===== config.mk =====
export PLATFORM = sky130hd
export DESIGN_NAME = tdc_acq_sequencer
export DESIGN_NICKNAME = d
export VERILOG_FILES = /design/src/rtl/tdcseq_pkg.sv /design/src/rtl/tdcseq_edge.sv /design/src/rtl/tdcseq_downcnt.sv /design/src/rtl/tdc_acq_sequencer.sv
export SDC_FILE = /design/constraint.sdc
export NUM_CORES = 1
export LEC_CHECK = 0
export BUFFER_PORTS_ARGS = -buffer_cell sky130_fd_sc_hd__buf_4
export CAP_MARGIN = 10
export CORE_UTILIZATION = 51
export DETAILED_ROUTE_END_ITERATION = 16
export HOLD_SLACK_MARGIN = 0.12
export PLACE_DENSITY = 0.7
export SKIP_CTS_REPAIR_TIMING = 1
export SYNTH_ARGS = -nofsm -noshare
export SYNTH_HDL_FRONTEND = slang
export SYNTH_SLANG_ARGS = --single-unit

===== constraint.sdc =====
create_clock -name clk -period 15.4 [get_ports clk]
set_input_delay 3.08 -clock clk [delete_from_list [all_inputs] [get_ports clk]]
set_output_delay 3.08 -clock clk [all_outputs]
set_load 0.1 [all_outputs]

===== src/rtl/tdcseq_pkg.sv =====
package tdcseq_pkg;

    typedef enum logic [1:0] {
        PH_IDLE = 2'd0,
        PH_MEAS = 2'd1,
        PH_POST = 2'd2
    } phase_e;

    // Bundle of edge-sensitive inputs; common is bit 0.
    typedef struct packed {
        logic fclr;
        logic ext_to;
        logic common;
    } trig_t;

    localparam int TRIG_N = $bits(trig_t);

    function automatic int unsigned ceil_div(int unsigned num, int unsigned den);
        return (num + den - 1) / den;
    endfunction

    // Conversion duration in clock cycles for a given hit count.
    function automatic int unsigned conv_len(int unsigned hits, int unsigned base_ns,
                                             int unsigned hit_ns, int unsigned min_ns,
                                             int unsigned clk_ns);
        int unsigned raw_c;
        int unsigned floor_c;
        raw_c   = ceil_div(base_ns + hit_ns * hits, clk_ns);
        floor_c = ceil_div(min_ns, clk_ns);
        return (raw_c < floor_c) ? floor_c : raw_c;
    endfunction

    // Window units: 0 and 1 both mean one unit.
    function automatic int unsigned win_units(int unsigned cfg);
        return (cfg < 2) ? 1 : cfg;
    endfunction

endpackage


===== src/rtl/tdcseq_edge.sv =====
module tdcseq_edge #(
    parameter int N = 3
) (
    input  logic         clk,
    input  logic         rst,
    input  logic [N-1:0] lvl,
    output logic [N-1:0] rise
);
    for (genvar i = 0; i < N; i++) begin : g_bit
        logic prev_q;
        // Reset to 1 so a level already high at reset release is not an edge.
        always_ff @(posedge clk) begin
            if (rst) prev_q <= 1'b1;
            else     prev_q <= lvl[i];
        end
        assign rise[i] = lvl[i] & ~prev_q;
    end
endmodule


===== src/rtl/tdcseq_downcnt.sv =====
module tdcseq_downcnt #(
    parameter int W = 8
) (
    input  logic         clk,
    input  logic         rst,
    input  logic         clr,
    input  logic         load,
    input  logic [W-1:0] load_val,
    output logic         running,
    output logic         last
);
    logic [W-1:0] cnt_q;

    always_ff @(posedge clk) begin
        if (rst || clr) begin
            running <= 1'b0;
            cnt_q   <= '0;
        end else if (load) begin
            running <= 1'b1;
            cnt_q   <= load_val;
        end else if (running) begin
            if (cnt_q == '0) running <= 1'b0;
            else             cnt_q   <= cnt_q - 1'b1;
        end
    end

    assign last = running && (cnt_q == '0);
endmodule


===== src/rtl/tdc_acq_sequencer.sv =====
module tdc_acq_sequencer
    import tdcseq_pkg::*;
#(
    parameter int CLK_NS       = 8,
    parameter int FS_W         = 12,
    parameter int WIN_CFG_W    = 9,
    parameter int HIT_W        = 11,
    parameter int UNIT_NS      = 1024,
    parameter int CONV_BASE_NS = 1200,
    parameter int CONV_HIT_NS  = 50,
    parameter int CONV_MIN_NS  = 1750
) (
    input  logic                 clk,
    input  logic                 rst,
    input  logic                 stop_mode,
    input  logic                 ext_timeout_sel,
    input  logic [FS_W-1:0]      full_scale_cfg,
    input  logic [WIN_CFG_W-1:0] window_cfg,
    input  logic [HIT_W-1:0]     hit_count,
    input  logic                 common_in,
    input  logic                 ext_timeout_in,
    input  logic                 fast_clear_in,
    input  logic                 buf_full,
    output logic                 busy,
    output logic                 clear_window,
    output logic                 event_commit,
    output logic                 event_abort
);
    localparam int unsigned UNIT_CYC     = UNIT_NS / CLK_NS;
    localparam int unsigned CONV_MAX_CYC = conv_len(2**HIT_W - 1, CONV_BASE_NS, CONV_HIT_NS,
                                                    CONV_MIN_NS, CLK_NS);
    localparam int          CONV_W       = $clog2(CONV_MAX_CYC + 1);
    localparam int unsigned WIN_MAX_CYC  = UNIT_CYC * (2**WIN_CFG_W - 1);
    localparam int          WIN_W        = $clog2(WIN_MAX_CYC + 1);

    // Edge detection on the trigger inputs
    trig_t lvl_s;
    trig_t rise_s;

    assign lvl_s.fclr   = fast_clear_in;
    assign lvl_s.ext_to = ext_timeout_in;
    assign lvl_s.common = common_in;

    tdcseq_edge #(.N(TRIG_N)) u_edge (
        .clk  (clk),
        .rst  (rst),
        .lvl  (lvl_s),
        .rise (rise_s)
    );

    // Phase control
    phase_e phase_q, phase_d;
    logic   start_ok, meas_begin, meas_end, abort_now, commit_now;
    logic   meas_run, meas_last, conv_run, conv_last, win_run, win_last;
    logic [CONV_W-1:0] conv_load;
    logic [WIN_W-1:0]  win_load;

    assign start_ok   = (phase_q == PH_IDLE) && rise_s.common && !buf_full;
    assign meas_begin = start_ok && !stop_mode;
    assign meas_end   = (start_ok && stop_mode) ||
                        ((phase_q == PH_MEAS) &&
                         (ext_timeout_sel ? rise_s.ext_to : meas_last));
    assign abort_now  = (phase_q == PH_POST) && win_run && rise_s.fclr;
    assign commit_now = (phase_q == PH_POST) && !win_run && !conv_run;

    assign conv_load = CONV_W'(conv_len(int'(hit_count), CONV_BASE_NS, CONV_HIT_NS,
                                        CONV_MIN_NS, CLK_NS) - 1);
    assign win_load  = WIN_W'(win_units(int'(window_cfg)) * UNIT_CYC - 1);

    tdcseq_downcnt #(.W(FS_W)) u_meas_cnt (
        .clk      (clk),
        .rst      (rst),
        .clr      (meas_end),
        .load     (meas_begin),
        .load_val (full_scale_cfg),
        .running  (meas_run),
        .last     (meas_last)
    );

    tdcseq_downcnt #(.W(CONV_W)) u_conv_cnt (
        .clk      (clk),
        .rst      (rst),
        .clr      (abort_now),
        .load     (meas_end),
        .load_val (conv_load),
        .running  (conv_run),
        .last     (conv_last)
    );

    tdcseq_downcnt #(.W(WIN_W)) u_win_cnt (
        .clk      (clk),
        .rst      (rst),
        .clr      (abort_now),
        .load     (meas_end),
        .load_val (win_load),
        .running  (win_run),
        .last     (win_last)
    );

    always_comb begin
        phase_d = phase_q;
        unique case (phase_q)
            PH_IDLE: begin
                if (meas_end)        phase_d = PH_POST;
                else if (meas_begin) phase_d = PH_MEAS;
            end
            PH_MEAS: if (meas_end) phase_d = PH_POST;
            PH_POST: if (abort_now || commit_now) phase_d = PH_IDLE;
            default: phase_d = PH_IDLE;
        endcase
    end

    always_ff @(posedge clk) begin
        if (rst) begin
            phase_q      <= PH_IDLE;
            event_commit <= 1'b0;
            event_abort  <= 1'b0;
        end else begin
            phase_q      <= phase_d;
            event_commit <= commit_now;
            event_abort  <= abort_now;
        end
    end

    assign busy         = conv_run | buf_full;
    assign clear_window = win_run;

    // Assertions
    assert_commit_abort_excl_R9: assert property (@(posedge clk) disable iff (rst)
        !(event_commit && event_abort));

    assert_abort_in_window_R7: assert property (@(posedge clk) disable iff (rst)
        event_abort |-> ($past(clear_window) && $past(fast_clear_in)));

    assert_commit_after_done_R9: assert property (@(posedge clk) disable iff (rst)
        event_commit |-> (!$past(clear_window) && !$past(conv_run)));

    assert_busy_when_full_R10: assert property (@(posedge clk) disable iff (rst)
        buf_full |-> busy);

    assert_window_opens_from_meas_R6: assert property (@(posedge clk) disable iff (rst)
        $rose(clear_window) |-> ($past(phase_q) != PH_POST));

    assert_post_ignores_common_R11: assert property (@(posedge clk) disable iff (rst)
        (phase_q == PH_POST) |=> (phase_q != PH_MEAS));

    assert_meas_only_start_mode_R4: assert property (@(posedge clk) disable iff (rst)
        ($past(phase_q) == PH_IDLE && phase_q == PH_MEAS) |-> !$past(stop_mode));

    assert_window_ends_or_abort_R6: assert property (@(posedge clk) disable iff (rst)
        (win_last && !abort_now) |=> !clear_window);

    assert_conv_ends_R5: assert property (@(posedge clk) disable iff (rst)
        (conv_last && !meas_end) |=> !conv_run);

    assert_meas_bounded_R2: assert property (@(posedge clk) disable iff (rst)
        (phase_q == PH_MEAS && !ext_timeout_sel && !meas_run) |-> meas_end);
endmodule


==> results.toml <==
[setup_path]
criticalPathCategory = "input pin to flip-flop"
cp_cell_sequence = "buf_4 -> ha_1 -> ha_1 -> inv_1 -> fa_1 -> inv_1 -> ha_1 -> o21ai_1 -> a21oi_1 -> o32a_1 -> xnor2_1 -> or3_1 -> a31oi_2 -> a2111oi_4 -> and2_4 -> o22a_1 -> inv_1 -> ha_1 -> inv_1 -> a2111oi_4 -> nand4_1 -> xnor2_1 -> nor2_1 -> a211oi_2"
crit_fanout = 6
cp-end-kind = "flip-flop"
crit_buf_inv = 5
startpoint_type = "input pin"
crit_arrival_ns = 8.25
path_delay_family = "compound AO/OA/AOI/OAI gates"
cpMaxStageDelayCell = "fa_1"
slowest_delay_ns = 0.49
worstPathRequired_ns = 15.63

[layout]
num_antenna_cells = 0
final_common_cell = "nor2_1"
layout_common_cells = "53 x nor2_1, 52 x dfxtp_1, 47 x nand2_1, 47 x inv_1"
instances_no_fill = 712
seqCellArea_um2 = 1040
layout.nets = 692
multi_input_area_um2 = 3390
fillerInstances = 817
area.growth.synth_to_final_pct = 10.2
drive_gt1_share_pct = 15.6
fin_util_pct = 58.6

[sta]
fin_skew_ns = 0.0126
finalHoldViolations = 0
min_period_ns = 8.02
worst_pin_slew_ns = 0.953
fin_setup_tns_ns = 0
max-slew-margin-rel_pct = 36.2
fin_crit_sh_pct = 52.1
setup-violations-final = 0
rsz0062_at_grt = "no"
drv_slew = 0
fmax_mhz = 125

[power_and_ir_drop]
cellPowerDensity_nw_per_um2 = 104
max-vdd-ir-drop_uv = 70.8
finalPower_mw = 0.535
cellLeakagePower_nw = 2.13

[floorplan]
dieArea_um2 = 9570
io_pins = 44
die_h_um = 97.8
core_area_um2 = 8810
initial_core_util_pct = 53.2
rows = 34
die_x_um = 97.8

[synthesis]
seq_area_frac_synth_pct = 22.2
mappedNetlistArea_um2 = 4680
ys_types = 77
yosysWarningCount = 0
synthArstFlopShare_pct = 0
ys_ff_latch = 52
syn_area_per_cell_um2 = 8.21
synthFlopType = "dfxtp_1"
synth_nets = 659
synth_edf_count = 0
synthCells = 570

[clock_tree]
cts_max_path_buffers = 2
cts.sinks = 52
tritoncts = "built"
cts_max_level = 2
clkSlewWorstSetupHoldPaths_ns = 0.10
cts_buffers = 5
clk_latency_ns = 0.31
cts_root_buf = "clkbuf_8"

[grt]
grtUsageTotal_pct = 21.4
grt_max_degree = 41
grt_pass1_vias = 3777
grt_pass1_wl_um = 17200
antenna_found_initial = 0
overflow = 0

[route]
ant_nets = 0
num_vias = 4027
drt-initial-drc-count = 194
routed_via_density = 5.66
drc = 10
drtPass1Iterations = 10
wl_um = 9850
routedWlPerCell_um = 13.8

[placed_design]
dp.cells = 704
hpwlAfterDp_um = 7720
globalplace.congestion = 0.885
port_buffers = 43

[run_status]
status = "finished, violations left"
violations = "design-rule violations"

[hold_path]
min_path_type = "flip-flop to flip-flop"

[job]
max-cap-violations = 0
==> flip-flops by register name, indices dropped and copies added, names as in the netlist <==
name	count
event_commit	1
u_win_cnt.cnt_q	16
phase_q	2
u_edge.g_bit.prev_q	3
u_conv_cnt.cnt_q	14
u_meas_cnt.cnt_q	12
u_meas_cnt.running	1
u_conv_cnt.running	1
u_win_cnt.running	1
event_abort	1
==> cell usage after synthesis (6+ instances only) <==
cell      instances  area share, %
fa_1              6            2.6
a21oi_1          32            3.4
nand4_1           8            1.1
or2_2             7           0.94
nand2b_1         12            1.6
nand3_1          14            1.5
ha_1             43             11
nor2_1           53            4.2
nor4_1           11            1.5
clkbuf_1         10           0.80
nor3_1           15            1.6
xor2_1           19            3.6
nor2b_1           6           0.80
o21ai_0          22            2.4
nand2_1          47            3.8
a211oi_1         18            2.9
inv_1            47            3.8
xnor2_1          42            7.9
dfxtp_1          52             22
==> stage by stage <==
step,setup slack (ns),hold slack (ns),area [µm²]
CTS,7.43,0.501,5160
finish,7.38,0.501,5160
global placement,7.31,0.477,5070
global route,7.13,0.529,5160
detailed placement,7.14,0.485,5070
floorplan,7.65,0.447,4680
==> power by group <==
group	switching, mW	total [mW]	internal [mW]
Combinational	0.186	0.313	0.127
Clock	0.0458	0.0781	0.0323
Sequential	0.00471	0.144	0.139
==> layer usage <==
metal	global-route usage [%]	vias to the layer above	wire, µm
met5	0	-	0
met4	4.66	0	78
met3	2.72	6	304
met2	35.7	66	4460
met1	29.6	1867	5010
li1	-	2088	-
==> worst min-delay path: stages, from the launching register on <==
cell and delay, ns:
dfxtp_1 0.34, nand2_1 0.06, o22ai_1 0.06
==> worst paths after layout <==
check,slack [ns],to,depth (start not counted),from
max,7.38,u_conv_cnt.cnt_q[10],24,hit_count[3]
min,0.50,u_conv_cnt.cnt_q[13],2,u_conv_cnt.cnt_q[13]
max reg2reg,11.74,u_conv_cnt.cnt_q[10],14,u_meas_cnt.cnt_q[7]
min reg2reg,0.50,u_conv_cnt.cnt_q[13],2,u_conv_cnt.cnt_q[13]
==> kinds of logic (layout without fill, tap and decap cells) <==
logic type                 Yosys count  in the layout  synth area share [%]
muxes                                5              5                  1.07
and+or+nand+nor                    205            205                  22.6
DFF                                 52             52                  22.2
AOI/OAI and AO/OA                  130            130                  21.9
adders and majority gates           49             49                  14.1
xor gates and xnor gates            65             65                  12.8
buffers and inverters               64             98                  5.32
==> layout make-up <==
class	instances	area share, %
clock inverters	3	0.412
flip-flops and latches	52	20.2
well taps	108	2.62
multi-input cells	454	65.8
clock buffers	5	1.33
repair buffers	43	6.26
inverters	47	3.42
Note: power is estimated with default switching activity, not from simulation.
